$ cat src/rtl/flp_pkg.sv
package flp_pkg;

    typedef int unsigned cyc_t;

    // Burst sequencer phases
    typedef enum logic [1:0] {
        SEQ_IDLE  = 2'd0,
        SEQ_BURST = 2'd1,
        SEQ_GAP   = 2'd2
    } seq_state_e;

    // Control handed from the sequencer to the slot counter and encoder
    typedef struct packed {
        logic launch;    // a burst starts at this clock edge
        logic in_burst;  // the current cycle belongs to a burst
    } seq_ctl_t;

    // Nanoseconds to clock cycles, rounded up
    function automatic cyc_t ns_to_cyc(input longint unsigned hz, input longint unsigned ns);
        longint unsigned prod;
        prod = hz * ns;
        return cyc_t'((prod + 64'd999_999_999) / 64'd1_000_000_000);
    endfunction

    // Bits needed to hold values 0 .. n-1
    function automatic cyc_t cnt_width(input cyc_t n);
        return (n < 2) ? 1 : $clog2(n);
    endfunction

endpackage

$ cat src/rtl/flp_sequencer.sv
module flp_sequencer import flp_pkg::*; #(
    parameter cyc_t PERIOD_CYC = 2_000_000
) (
    input  logic     clk,
    input  logic     rst,
    input  logic     enable,
    input  logic     burst_last,
    output seq_ctl_t ctl,
    output logic     done_o
);
    localparam cyc_t PER_W = cnt_width(PERIOD_CYC);
    localparam logic [PER_W-1:0] PER_LAST = PER_W'(PERIOD_CYC - 1);

    seq_state_e       st_q, st_d;
    logic [PER_W-1:0] per_q, per_d;
    logic             launch;
    logic             done_q;

    always_comb begin
        launch = 1'b0;
        st_d   = st_q;
        per_d  = per_q + 1'b1;
        unique case (st_q)
            SEQ_IDLE: begin
                per_d = '0;
                if (enable) begin
                    launch = 1'b1;
                    st_d   = SEQ_BURST;
                end
            end
            SEQ_BURST: begin
                if (burst_last) st_d = SEQ_GAP;
            end
            SEQ_GAP: begin
                if (per_q == PER_LAST) begin
                    per_d = '0;
                    if (enable) begin
                        launch = 1'b1;
                        st_d   = SEQ_BURST;
                    end else begin
                        st_d = SEQ_IDLE;
                    end
                end
            end
            default: begin
                st_d  = SEQ_IDLE;
                per_d = '0;
            end
        endcase
    end

    always_ff @(posedge clk) begin
        if (rst) begin
            st_q   <= SEQ_IDLE;
            per_q  <= '0;
            done_q <= 1'b0;
        end else begin
            st_q   <= st_d;
            per_q  <= per_d;
            done_q <= (st_q == SEQ_BURST) && burst_last;
        end
    end

    assign ctl.launch   = launch;
    assign ctl.in_burst = (st_q == SEQ_BURST);
    assign done_o       = done_q;

endmodule

$ cat src/rtl/flp_slot_counter.sv
module flp_slot_counter import flp_pkg::*; #(
    parameter cyc_t NBITS    = 16,
    parameter cyc_t SLOT_CYC = 15_625,
    parameter cyc_t PW_CYC   = 13,
    parameter cyc_t SLOT_W   = 5,
    parameter cyc_t POS_W    = 14
) (
    input  logic              clk,
    input  logic              rst,
    input  seq_ctl_t          ctl,
    output logic [SLOT_W-1:0] slot_o,
    output logic [POS_W-1:0]  pos_o,
    output logic              last_o
);
    localparam logic [POS_W-1:0]  POS_LAST  = POS_W'(SLOT_CYC - 1);
    localparam logic [POS_W-1:0]  PULSE_END = POS_W'(PW_CYC - 1);
    localparam logic [SLOT_W-1:0] CLOSE_SLOT = SLOT_W'(NBITS);

    logic [SLOT_W-1:0] slot_q;
    logic [POS_W-1:0]  pos_q;

    always_ff @(posedge clk) begin
        if (rst) begin
            slot_q <= '0;
            pos_q  <= '0;
        end else if (ctl.launch) begin
            slot_q <= '0;
            pos_q  <= '0;
        end else if (ctl.in_burst) begin
            if (pos_q == POS_LAST) begin
                pos_q  <= '0;
                slot_q <= slot_q + 1'b1;
            end else begin
                pos_q <= pos_q + 1'b1;
            end
        end
    end

    assign slot_o = slot_q;
    assign pos_o  = pos_q;
    assign last_o = (slot_q == CLOSE_SLOT) && (pos_q == PULSE_END);

endmodule

$ cat src/rtl/flp_pulse_encoder.sv
module flp_pulse_encoder import flp_pkg::*; #(
    parameter cyc_t NBITS    = 16,
    parameter cyc_t PW_CYC   = 13,
    parameter cyc_t DOFS_CYC = 7_750,
    parameter cyc_t SLOT_W   = 5,
    parameter cyc_t POS_W    = 14
) (
    input  logic              clk,
    input  logic              rst,
    input  seq_ctl_t          ctl,
    input  logic [NBITS-1:0]  code_i,
    input  logic [SLOT_W-1:0] slot_i,
    input  logic [POS_W-1:0]  pos_i,
    output logic              pulse_o
);
    localparam logic [POS_W:0] CLK_END  = (POS_W + 1)'(PW_CYC);
    localparam logic [POS_W:0] DAT_BEG  = (POS_W + 1)'(DOFS_CYC);
    localparam logic [POS_W:0] DAT_END  = (POS_W + 1)'(DOFS_CYC + PW_CYC);
    localparam logic [SLOT_W-1:0] DATA_SLOTS = SLOT_W'(NBITS);

    logic [NBITS-1:0] word_q;
    logic [NBITS-1:0] shifted;
    logic [POS_W:0]   pos_x;
    logic             clk_win, dat_win;

    always_ff @(posedge clk) begin
        if (rst)             word_q <= '0;
        else if (ctl.launch) word_q <= code_i;
    end

    always_comb begin
        shifted = word_q >> slot_i;
        pos_x   = {1'b0, pos_i};
        clk_win = (pos_x < CLK_END);
        dat_win = (pos_x >= DAT_BEG) && (pos_x < DAT_END)
                  && (slot_i < DATA_SLOTS) && shifted[0];
        pulse_o = ctl.in_burst && (clk_win || dat_win);
    end

endmodule

$ cat src/rtl/flp_burst_gen.sv
module flp_burst_gen import flp_pkg::*; #(
    parameter longint unsigned CLK_HZ      = 125_000_000,
    parameter cyc_t            NBITS       = 16,
    parameter longint unsigned PULSE_NS    = 100,
    parameter longint unsigned SLOT_NS     = 125_000,
    parameter longint unsigned DATA_OFS_NS = 62_000,
    parameter longint unsigned PERIOD_NS   = 16_000_000
) (
    input  logic             clk,
    input  logic             rst,
    input  logic             enable,
    input  logic [NBITS-1:0] code_word,
    output logic             link_pulse,
    output logic             burst_active,
    output logic             burst_done
);
    localparam cyc_t PW_CYC     = ns_to_cyc(CLK_HZ, PULSE_NS);
    localparam cyc_t SLOT_CYC   = ns_to_cyc(CLK_HZ, SLOT_NS);
    localparam cyc_t DOFS_CYC   = ns_to_cyc(CLK_HZ, DATA_OFS_NS);
    localparam cyc_t PERIOD_CYC = ns_to_cyc(CLK_HZ, PERIOD_NS);
    localparam cyc_t BURST_CYC  = NBITS * SLOT_CYC + PW_CYC;
    localparam cyc_t SLOT_W     = cnt_width(NBITS + 1);
    localparam cyc_t POS_W      = cnt_width(SLOT_CYC);

    seq_ctl_t          ctl;
    logic [SLOT_W-1:0] slot;
    logic [POS_W-1:0]  pos;
    logic              last;

    flp_sequencer #(
        .PERIOD_CYC(PERIOD_CYC)
    ) u_seq (
        .clk       (clk),
        .rst       (rst),
        .enable    (enable),
        .burst_last(last),
        .ctl       (ctl),
        .done_o    (burst_done)
    );

    flp_slot_counter #(
        .NBITS   (NBITS),
        .SLOT_CYC(SLOT_CYC),
        .PW_CYC  (PW_CYC),
        .SLOT_W  (SLOT_W),
        .POS_W   (POS_W)
    ) u_slots (
        .clk   (clk),
        .rst   (rst),
        .ctl   (ctl),
        .slot_o(slot),
        .pos_o (pos),
        .last_o(last)
    );

    flp_pulse_encoder #(
        .NBITS   (NBITS),
        .PW_CYC  (PW_CYC),
        .DOFS_CYC(DOFS_CYC),
        .SLOT_W  (SLOT_W),
        .POS_W   (POS_W)
    ) u_enc (
        .clk    (clk),
        .rst    (rst),
        .ctl    (ctl),
        .code_i (code_word),
        .slot_i (slot),
        .pos_i  (pos),
        .pulse_o(link_pulse)
    );

    assign burst_active = ctl.in_burst;

endmodule

$ cat config.mk
export PLATFORM = sky130hd
export DESIGN_NAME = flp_burst_gen
export DESIGN_NICKNAME = d
export VERILOG_FILES = /design/src/rtl/flp_pkg.sv /design/src/rtl/flp_sequencer.sv /design/src/rtl/flp_slot_counter.sv /design/src/rtl/flp_pulse_encoder.sv /design/src/rtl/flp_burst_gen.sv
export SDC_FILE = /design/constraint.sdc
export NUM_CORES = 1
export LEC_CHECK = 0
export ABC_AREA = 1
export BUFFER_PORTS_ARGS = -buffer_cell sky130_fd_sc_hd__buf_2
export CAP_MARGIN = 20
export CORE_MARGIN = 2
export CORE_UTILIZATION = 25
export DETAILED_ROUTE_END_ITERATION = 10
export MAX_ROUTING_LAYER = met4
export SYNTH_ARGS = -nofsm -noshare
export SYNTH_HDL_FRONTEND = slang
export SYNTH_SLANG_ARGS = --single-unit
$ cat constraint.sdc
create_clock -name clk -period 1.9 [get_ports clk]
set_clock_uncertainty 0.2 [all_clocks]
set_input_delay 0.19 -clock clk [delete_from_list [all_inputs] [get_ports clk]]
set_output_delay 0.19 -clock clk [all_outputs]
set_load 0.1 [all_outputs]
## Yosys cells after proc, flatten, opt, wreduce, memory -nomap -nowiden

Cells that the tools add are included.

- Bits of input ports: 19
- Bits in read-only memories: 0
- Bits in writable memories: 0
- Output and inout port bits: 3
- Memories: 0
- Bits in latches: 0
- Logic and storage cells: 45
- Bits in registers: 59

- $mul: 0
- Mux-type cells: 11
- Shift operators: 1
- Reduce and logical (&&, ||, !) cells: 11
- Eq/ne operators: 9
- Divide/modulo/power cells: 0
- Magnitude comparators: 4
- Bitwise logic cells: 0
- $add $sub $neg: 3

Operator list:

| kind | number |
|---|---|
| $pmux W21 S2 | 1 |
| $add A21 B1 Y21 const B | 1 |
| $eq A21 B21 Y1 const B | 1 |
| $mux W21 | 1 |
| $shr A16 B5 Y1 | 1 |
| $add A14 B1 Y14 const B | 1 |
| $eq A14 B14 Y1 const B | 1 |
| $eq A14 B4 Y1 const B | 1 |
| $ge A14 B13 Y1 const B | 1 |
| $lt A14 B13 Y1 const B | 1 |
| $lt A14 B4 Y1 const B | 1 |
| $mux W14 | 1 |
| $logic_and A1 B1 Y1 | 6 |
| $mux W2 | 3 |
| $pmux W2 S3 | 1 |
| $add A5 B1 Y5 const B | 1 |
| $eq A5 B5 Y1 const B | 1 |
| $lt A5 B5 Y1 const B | 1 |
| $ne A2 B1 Y1 const B | 2 |
| $mux W1 | 3 |
| $reduce_and A3 Y1 | 1 |
| $eq A2 B1 Y1 const B | 1 |
| $eq A2 B2 Y1 const B | 1 |
| $logic_not A2 Y1 | 1 |
| 5 further kinds | 5 |

## Logic depth before layout (Yosys ltp)

Gate-level depths: netlist of the first run.

- Depth after elaboration: 6
- Depth in mapped cells: 10
- Depth with buffers taken out: 10

## Modules after synthesis

Synthesis of the first run repeated with hierarchy kept, for this count alone.

- Cell total of the unflattened synthesis: 498
- Area, all modules: 3405.8 um^2

By module, submodules not included:

| module | times used | sequential area each (um^2) | area an instance (um^2) | cells each |
|---|---|---|---|---|
| flp_sequencer | 1 | 480.5 | 1436.4 | 203 |
| flp_slot_counter | 1 | 380.4 | 1121.1 | 170 |
| flp_pulse_encoder | 1 | 320.3 | 848.3 | 125 |

## Least setup slack after synthesis of the first run

No wires, ideal clock.

- Kind: flip-flop to output port
- Start: reg u_seq.st_q[1]
- End: out link_pulse
- Cell stages (with the launch flop): 6
- Setup slack: -1540 ps
- Path buffers: 1
- Arrival time: 3050 ps
- Cell sequence: dfxtp_1 > inv_1 > ha_1 > buf_4 > inv_2 > a21oi_1

- Longest elaborated chain between the ends: 2

Ends and longest elaborated chain:

| item | RTL line | source |
|---|---|---|
| start: declaration | flp_sequencer.sv:14 | `seq_state_e st_q, st_d;` |
| start signal: assignment | flp_sequencer.sv:58 | `st_q <= st_d;` |
| $eq A2 B1 Y1 | flp_sequencer.sv:65 | `assign ctl.in_burst = (st_q == SEQ_BURST);` |
| named net burst_active | flp_burst_gen.sv:14 | `output logic burst_active,` |
| $logic_and A1 B1 Y1 | flp_pulse_encoder.sv:37 | `pulse_o = ctl.in_burst && (clk_win \|\| dat_win);` |
| end: declaration | flp_burst_gen.sv:13 | `output logic link_pulse,` |

The timed path passes the listed nets, and every way through them passes these cells.

## Final worst setup path of the first run

- Start: reg u_slots.slot_q[0], in the netlist u_slots.slot_o[0]
- End: out link_pulse

- Longest elaborated chain between the ends: 5
- Elaborated cells between the ends (all ways): 6

Ends and longest elaborated chain:

| item | RTL line | source |
|---|---|---|
| start: declaration | flp_slot_counter.sv:19 | `logic [SLOT_W-1:0] slot_q;` |
| start signal: assignment | flp_slot_counter.sv:32 | `slot_q <= slot_q + 1'b1;` |
| $lt A5 B5 Y1 | flp_pulse_encoder.sv:36 | `&& (slot_i < DATA_SLOTS) && shifted[0];` |
| $logic_and A1 B1 Y1 | flp_pulse_encoder.sv:36 |  |
| $logic_and A1 B1 Y1 (*) | flp_pulse_encoder.sv:36 |  |
| $logic_or A1 B1 Y1 (*) | flp_pulse_encoder.sv:37 |  |
| $logic_and A1 B1 Y1 (*) | flp_pulse_encoder.sv:37 |  |

Mark *: on every way between the ends. The rest lies on a longest branch, timed or not.

==> results of run 1 <==
==> metal layers <==
metal	track usage [%]	up-vias	share of wire [%]
met4	4.52	0	0.95
met3	2.99	4	3.5
met2	19.6	55	49
met5	-	-	0
met1	14.2	1387	46
li1	-	1606	-
==> repair_timing <==
action                                  in CTS  in global routing
hold buffers                                16                  0
gates cloned                                 0                  0
endpoints found under the setup margin       1                 39
resized for setup                           10                 13
setup buffers                                4                  2
pin swaps                                    3                  4
endpoints found under the hold margin       16                  0
==> registers in the layout, summed over array words and instances (netlist names) <==
name,count
u_seq.per_q,21
u_seq.st_q,2
u_enc.word_q,16
u_seq.done_o,1
u_slots.pos_o,14
u_slots.slot_o,5
==> placed cells by master, fill, tap and decap left out, types with 2 or more instances in the layout <==
master / instances
a21oi_1: 16
a21oi_2: 10
and3_1: 2
buf_12: 2
buf_2: 19
buf_4: 15
bufinv_16: 3
clkbuf_16: 9
clkinv_2: 2
dfxtp_1: 54
dfxtp_2: 4
dlygate4sd3_1: 16
ha_1: 8
ha_4: 3
inv_1: 47
inv_2: 5
nand2_1: 105
nand2_2: 14
nand2_8: 2
nand3_1: 49
nand4_1: 10
nor2_1: 61
nor2_2: 3
nor2_4: 5
nor3_1: 12
nor3_2: 5
o21ai_0: 6
o21ai_1: 3
xnor2_1: 3
xor2_1: 18
==> final timing paths <==
path | start | end | cells after the start
hold reg to reg | u_seq.per_q[0] | u_seq.per_q[0] | 1
setup reg to reg | u_slots.pos_o[1] | u_slots.slot_o[0] | 11
setup / recovery | u_slots.slot_o[0] | link_pulse | 10
hold / removal | rst | u_enc.word_q[3] | 2
==> power breakdown <==
part | switching (mW) | internal, mW | total, mW
combinational | 0.735 | 0.395 | 1.13
clock | 0.547 | 1.31 | 1.86
sequential | 0.0683 | 1.34 | 1.41
total | 1.35 | 3.04 | 4.39
==> per-stage QoR <==
step           utilization, %  cell area [um2]  hold slack, ns
2_1_floorplan               -             3330           0.126
3_3_place_gp             29.1             3680           0.241
3_5_place_dp             29.1             3680           0.245
4_1_cts                  33.4             4240          0.0897
5_1_grt                  34.0             4310           0.107
6_report                 34.0             4310           0.101
==> final cells by class <==
| cell class | count | share of cell area [%] |
|---|---|---|
| Timing Repair Buffer | 54 | 9.90 |
| Multi-Input combinational cell | 343 | 44.5 |
| Inverter | 55 | 5.08 |
| Sequential cell | 59 | 27.6 |
| Clock inverter | 5 | 2.32 |
| Clock buffer | 11 | 5.63 |
| Tap cell | 172 | 4.99 |
==> worst reg2reg max path: stages (launching register included) <==
cell     delay, ns
dfxtp_4       0.35
buf_4         0.14
buf_4         0.13
inv_2         0.07
ha_4          0.12
inv_1         0.05
nor3_2        0.14
nand2_2       0.11
nor2_4        0.19
inv_2         0.08
nand2_1       0.07
a21oi_1       0.06
==> synth_stat cells (3+ instances only) <==
master,number,area (um2)
nand3_1,49,245
xnor2_1,3,26.3
xor2_1,18,158
o21ai_0,9,45.0
nand4_1,10,62.6
a21oi_1,17,85.1
nand2_2,13,81.3
nor2_2,3,18.8
nand2_1,106,398
nor2_1,63,236
a21oi_2,10,87.6
ha_1,11,138
nor3_1,17,85.1
dfxtp_1,59,1180
clkbuf_1,4,15.0
inv_1,51,191
nor2_4,3,33.8
buf_2,4,20.0
==> cell families (layout without fill, tap and decap cells) <==
logic type                 after synthesis  count (layout)  share of synthesized area (%)
and+or+nand+nor                        271             271                           37.8
buffers and inverters                   67             125                           8.59
DFF                                     59              59                           36.2
AOI/OAI and AO/OA                       40              40                           7.55
xor gates and xnor gates                21              21                           5.63
adders and majority gates               11              11                           4.22
==> impl_metrics.ini, run 1 <==
[hold_path]
hold_class = in -> reg

[drt]
wirelength_um = 7580
wl_per_cell_um = 10.8
route.detailed.drc = 0
viasPerCell = 4.37
first_pass_iters = 4
drtAntennaViolNets = 0
drt_iter0_markers = 146
vias = 3052

[worst_setup_path]
crit_fanout = 8
worst_path_max_delay_cell = dfxtp_2
cpPeakStageDelay_ns = 0.37
endpoint_kind = output pin
cp_common_cell = nand2_1
critical_path.top_delay_family = simple AND/OR/NAND/NOR gates
critPathLaunchType = flop
r2r_setup_slack_ns = 0.08
worstPathRequired_ns = 1.51
crit_buf_inv = 2
critical_path_arrival_ns = 1.67
cp_cell_sequence = buf_4, nand2_1, nand2_1, nand2_1, nand2_1, nand2_1, nand2_1, o21ai_2, a21oi_4, buf_12
worstSetupPathType = reg -> out

[power_and_ir_drop]
power_mw = 4.39
p_leak_nw = 1.65
irDropWorstVdd_v = 0.000640
power_density_nw_per_um2 = 1020

[final_layout]
drive_above_1_share_pct = 21.3
final_nets = 552
layout.cells.non_filler = 699
fillerInstances = 1348
n_antenna_cell = 0
syn2layout_area_growth_pct = 32.0
multi_input_area_um2 = 1920
regArea_um2 = 1190

[die]
core_um2 = 12700
initial_utilization_pct = 25.8
placementRows = 41
num_io_pins = 22
die_w_um = 118
die_h_um = 118
die-area_um2 = 14000

[sta]
period_needed_ns = 2.06
post-route-period-util_pct = 108
timing.final.setup_violations = 1
fin_tns_setup_ns = -0.161
hold_viol = 0
fin_ws_ns = -0.161
fmax_mhz = 485
relSlewSlack_pct = 67.2
rsz0062_at_grt = yes
drv_slew = 0
worstMarginPinSlew_ns = 0.495

[logic_synthesis]
yosysUniqueCellTypes = 32
synth_ff_type = dfxtp_1
syn-num-nets = 499
syn_area_per_cell_um2 = 6.96
synth_edf_count = 0
ys_ff_latch = 59
synth.cell_area_um2 = 3260
syn_inst = 469
synth-async-reset-ratio_pct = 0
ys_warn_count = 0
yosysSeqAreaShare_pct = 36.2

[status]
status = finished, violations left
violations = setup timing

[placed_design]
hpwl_um = 5380
globalplace.congestion = 0.838
pre_cts_ws_ns = 0.0990
place_inst = 661
numPortBuffers = 21

[clock_network]
worstSkewPairLatency_ns = 0.32
cts.sinks = 59
cts_tree = yes
clkTransAtPathRegs_ns = 0.05
htreeDepth = 3
cts_root_buf = clkbuf_16
numCtsBuffers = 9
cts_buffer_depth = 2

[grt]
grt_usage_pct = 12.0
antenna_found_initial = 0
grt_max_degree = 20
grt-ovfl-total = 0
grt_pass1_vias = 3033
grt_pass1_wl_um = 13400

[job]
drv_cap = 0
Note: power is estimated with default switching activity, not from simulation.
==> run 2, diff against run 1 <==
--- a/config.mk
+++ b/config.mk
@@ -8,10 +8,10 @@
 export ABC_AREA = 1
 export BUFFER_PORTS_ARGS = -buffer_cell sky130_fd_sc_hd__buf_2
 export CAP_MARGIN = 20
-export CORE_MARGIN = 2
 export CORE_UTILIZATION = 25
 export DETAILED_ROUTE_END_ITERATION = 10
 export MAX_ROUTING_LAYER = met4
+export SKIP_CTS_REPAIR_TIMING = 1
 export SYNTH_ARGS = -nofsm -noshare
 export SYNTH_HDL_FRONTEND = slang
 export SYNTH_SLANG_ARGS = --single-unit
==> run 2 against run 1 <==
Effect of this change:
- sequential cell count unchanged
- cell area decreased by 2.6%
- register-to-register slack about the same
- die area decreased by 3.4%
- largest cell class unchanged
- maximum frequency decreased by 0.85%
- the flow still finishes with violations (setup timing)
- largest power group unchanged
- via count increased by 0.46%
==> impl_metrics.ini, run 2 (synthesis results as in run 1) <==
[status]
status = finished, violations left
violations = setup timing

[grt]
grt_pass1_vias = 2872
grt_pass1_wl_um = 12600
antenna_found_initial = 0
grt_usage_pct = 12.4
grt-ovfl-total = 0
grt_max_degree = 20

[sta]
hold_viol = 0
period_needed_ns = 2.08
timing.final.setup_violations = 1
drv_slew = 0
relSlewSlack_pct = 66.2
fmax_mhz = 481
rsz0062_at_grt = yes
fin_ws_ns = -0.179
post-route-period-util_pct = 109
worstMarginPinSlew_ns = 0.510

[power_and_ir_drop]
power_density_nw_per_um2 = 956
irDropWorstVdd_v = 0.000592
p_leak_nw = 1.60

[worst_setup_path]
endpoint_kind = output pin
r2r_setup_slack_ns = 0.08
cp_common_cell = nor2_1
worst_path_max_delay_cell = dfxtp_1
cp_cell_sequence = nor2_1, nand2_1, nor2_1, o21ai_0, a21oi_4, buf_12
crit_fanout = 5
critPathLaunchType = flop
critical_path_arrival_ns = 1.69
worstSetupPathType = reg -> out
worstPathRequired_ns = 1.51
cpPeakStageDelay_ns = 0.35

[drt]
route.detailed.drc = 0
drtAntennaViolNets = 0
drt_iter0_markers = 119
wl_per_cell_um = 10.5
viasPerCell = 4.40
vias = 3066
first_pass_iters = 5
wirelength_um = 7340

[final_layout]
drive_above_1_share_pct = 20.4
final_nets = 550
fin_util_pct = 33.1
layout_commonest_cell = nand2_1
n_antenna_cell = 0
syn2layout_area_growth_pct = 28.6
final_cell_mix = 106 x nand2_1, 60 x nor2_1, 53 x dfxtp_1
top_register = u_seq.per_q
largest_reg_flops = 21
layout.cells.non_filler = 697
fillerInstances = 1358

[clock_network]
cts_root_buf = clkbuf_16
cts_tree = yes
cts_buffer_depth = 2
numCtsBuffers = 9
htreeDepth = 3
clkTransAtPathRegs_ns = 0.05
cts.sinks = 59
worstSkewPairLatency_ns = 0.33

[hold_path]
hold_class = in -> reg

[placed_design]
pre_cts_ws_ns = 0.0893
hpwl_um = 5270
numPortBuffers = 21
globalplace.congestion = 0.890
place_inst = 660

[die]
die-area_um2 = 13500
die_w_um = 116
core_um2 = 12700
num_io_pins = 22
die_h_um = 116
placementRows = 41
initial_utilization_pct = 25.8

[job]
drv_cap = 0
==> run 2: worst max-delay path: cells and delay by family, from the launching register on <==
family / cells / cell delay, ns
flops: 1 / 0.35
compound gates: 2 / 0.38
simple gates: 3 / 0.44
buf+inv: 1 / 0.19
==> run 2: final timing paths <==
path / startpoint / to / cells past startpoint
setup reg to reg: u_slots.pos_o[1] / u_slots.slot_o[0] / 10
setup / recovery: u_slots.pos_o[5] / link_pulse / 6
hold / removal: enable / u_seq.st_q[1] / 5
hold reg to reg: u_seq.per_q[0] / u_seq.per_q[0] / 1
==> run 2: power breakdown <==
part | total [mW] | leakage, nW | internal, mW | switching (mW)
Sequential | 1.41 | 0.481 | 1.34 | 0.0670
Clock | 1.45 | 0.133 | 0.910 | 0.541
Combinational | 1.16 | 0.983 | 0.395 | 0.762
==> run 2: metal layers <==
layer	vias up	share of wire (%)	track usage (%)
met3	9	3.7	3.01
met1	1402	48	14.7
li1	1598	-	-
met4	0	1.7	6.75
met5	-	0	-
met2	57	47	19.2
==> run 2: metrics by stage <==
stage / area [um2] / TNS [ns] / power [mW] / hold WS, ns
after global routing: 4200 / -0.636 / 4.26 / 0.112
after CTS: 3940 / -0.271 / 3.94 / -0.109
after detailed placement: 3670 / 0 / 2.47 / 0.245
after floorplan: 3330 / 0 / 2.26 / 0.126
final: 4200 / -0.179 / 4.01 / 0.0993
after global placement: 3670 / 0 / 2.46 / 0.241
==> run 2: layout make-up <==
type	count	area [um2]	share of cell area, %
well taps	172	215	5.13
multi-input cells	344	1910	45.4
clock inverters	3	15.0	0.358
clock buffers	13	250	5.96
flip-flops and latches	59	1190	28.4
inverters	55	216	5.16
repair buffers	51	402	9.57
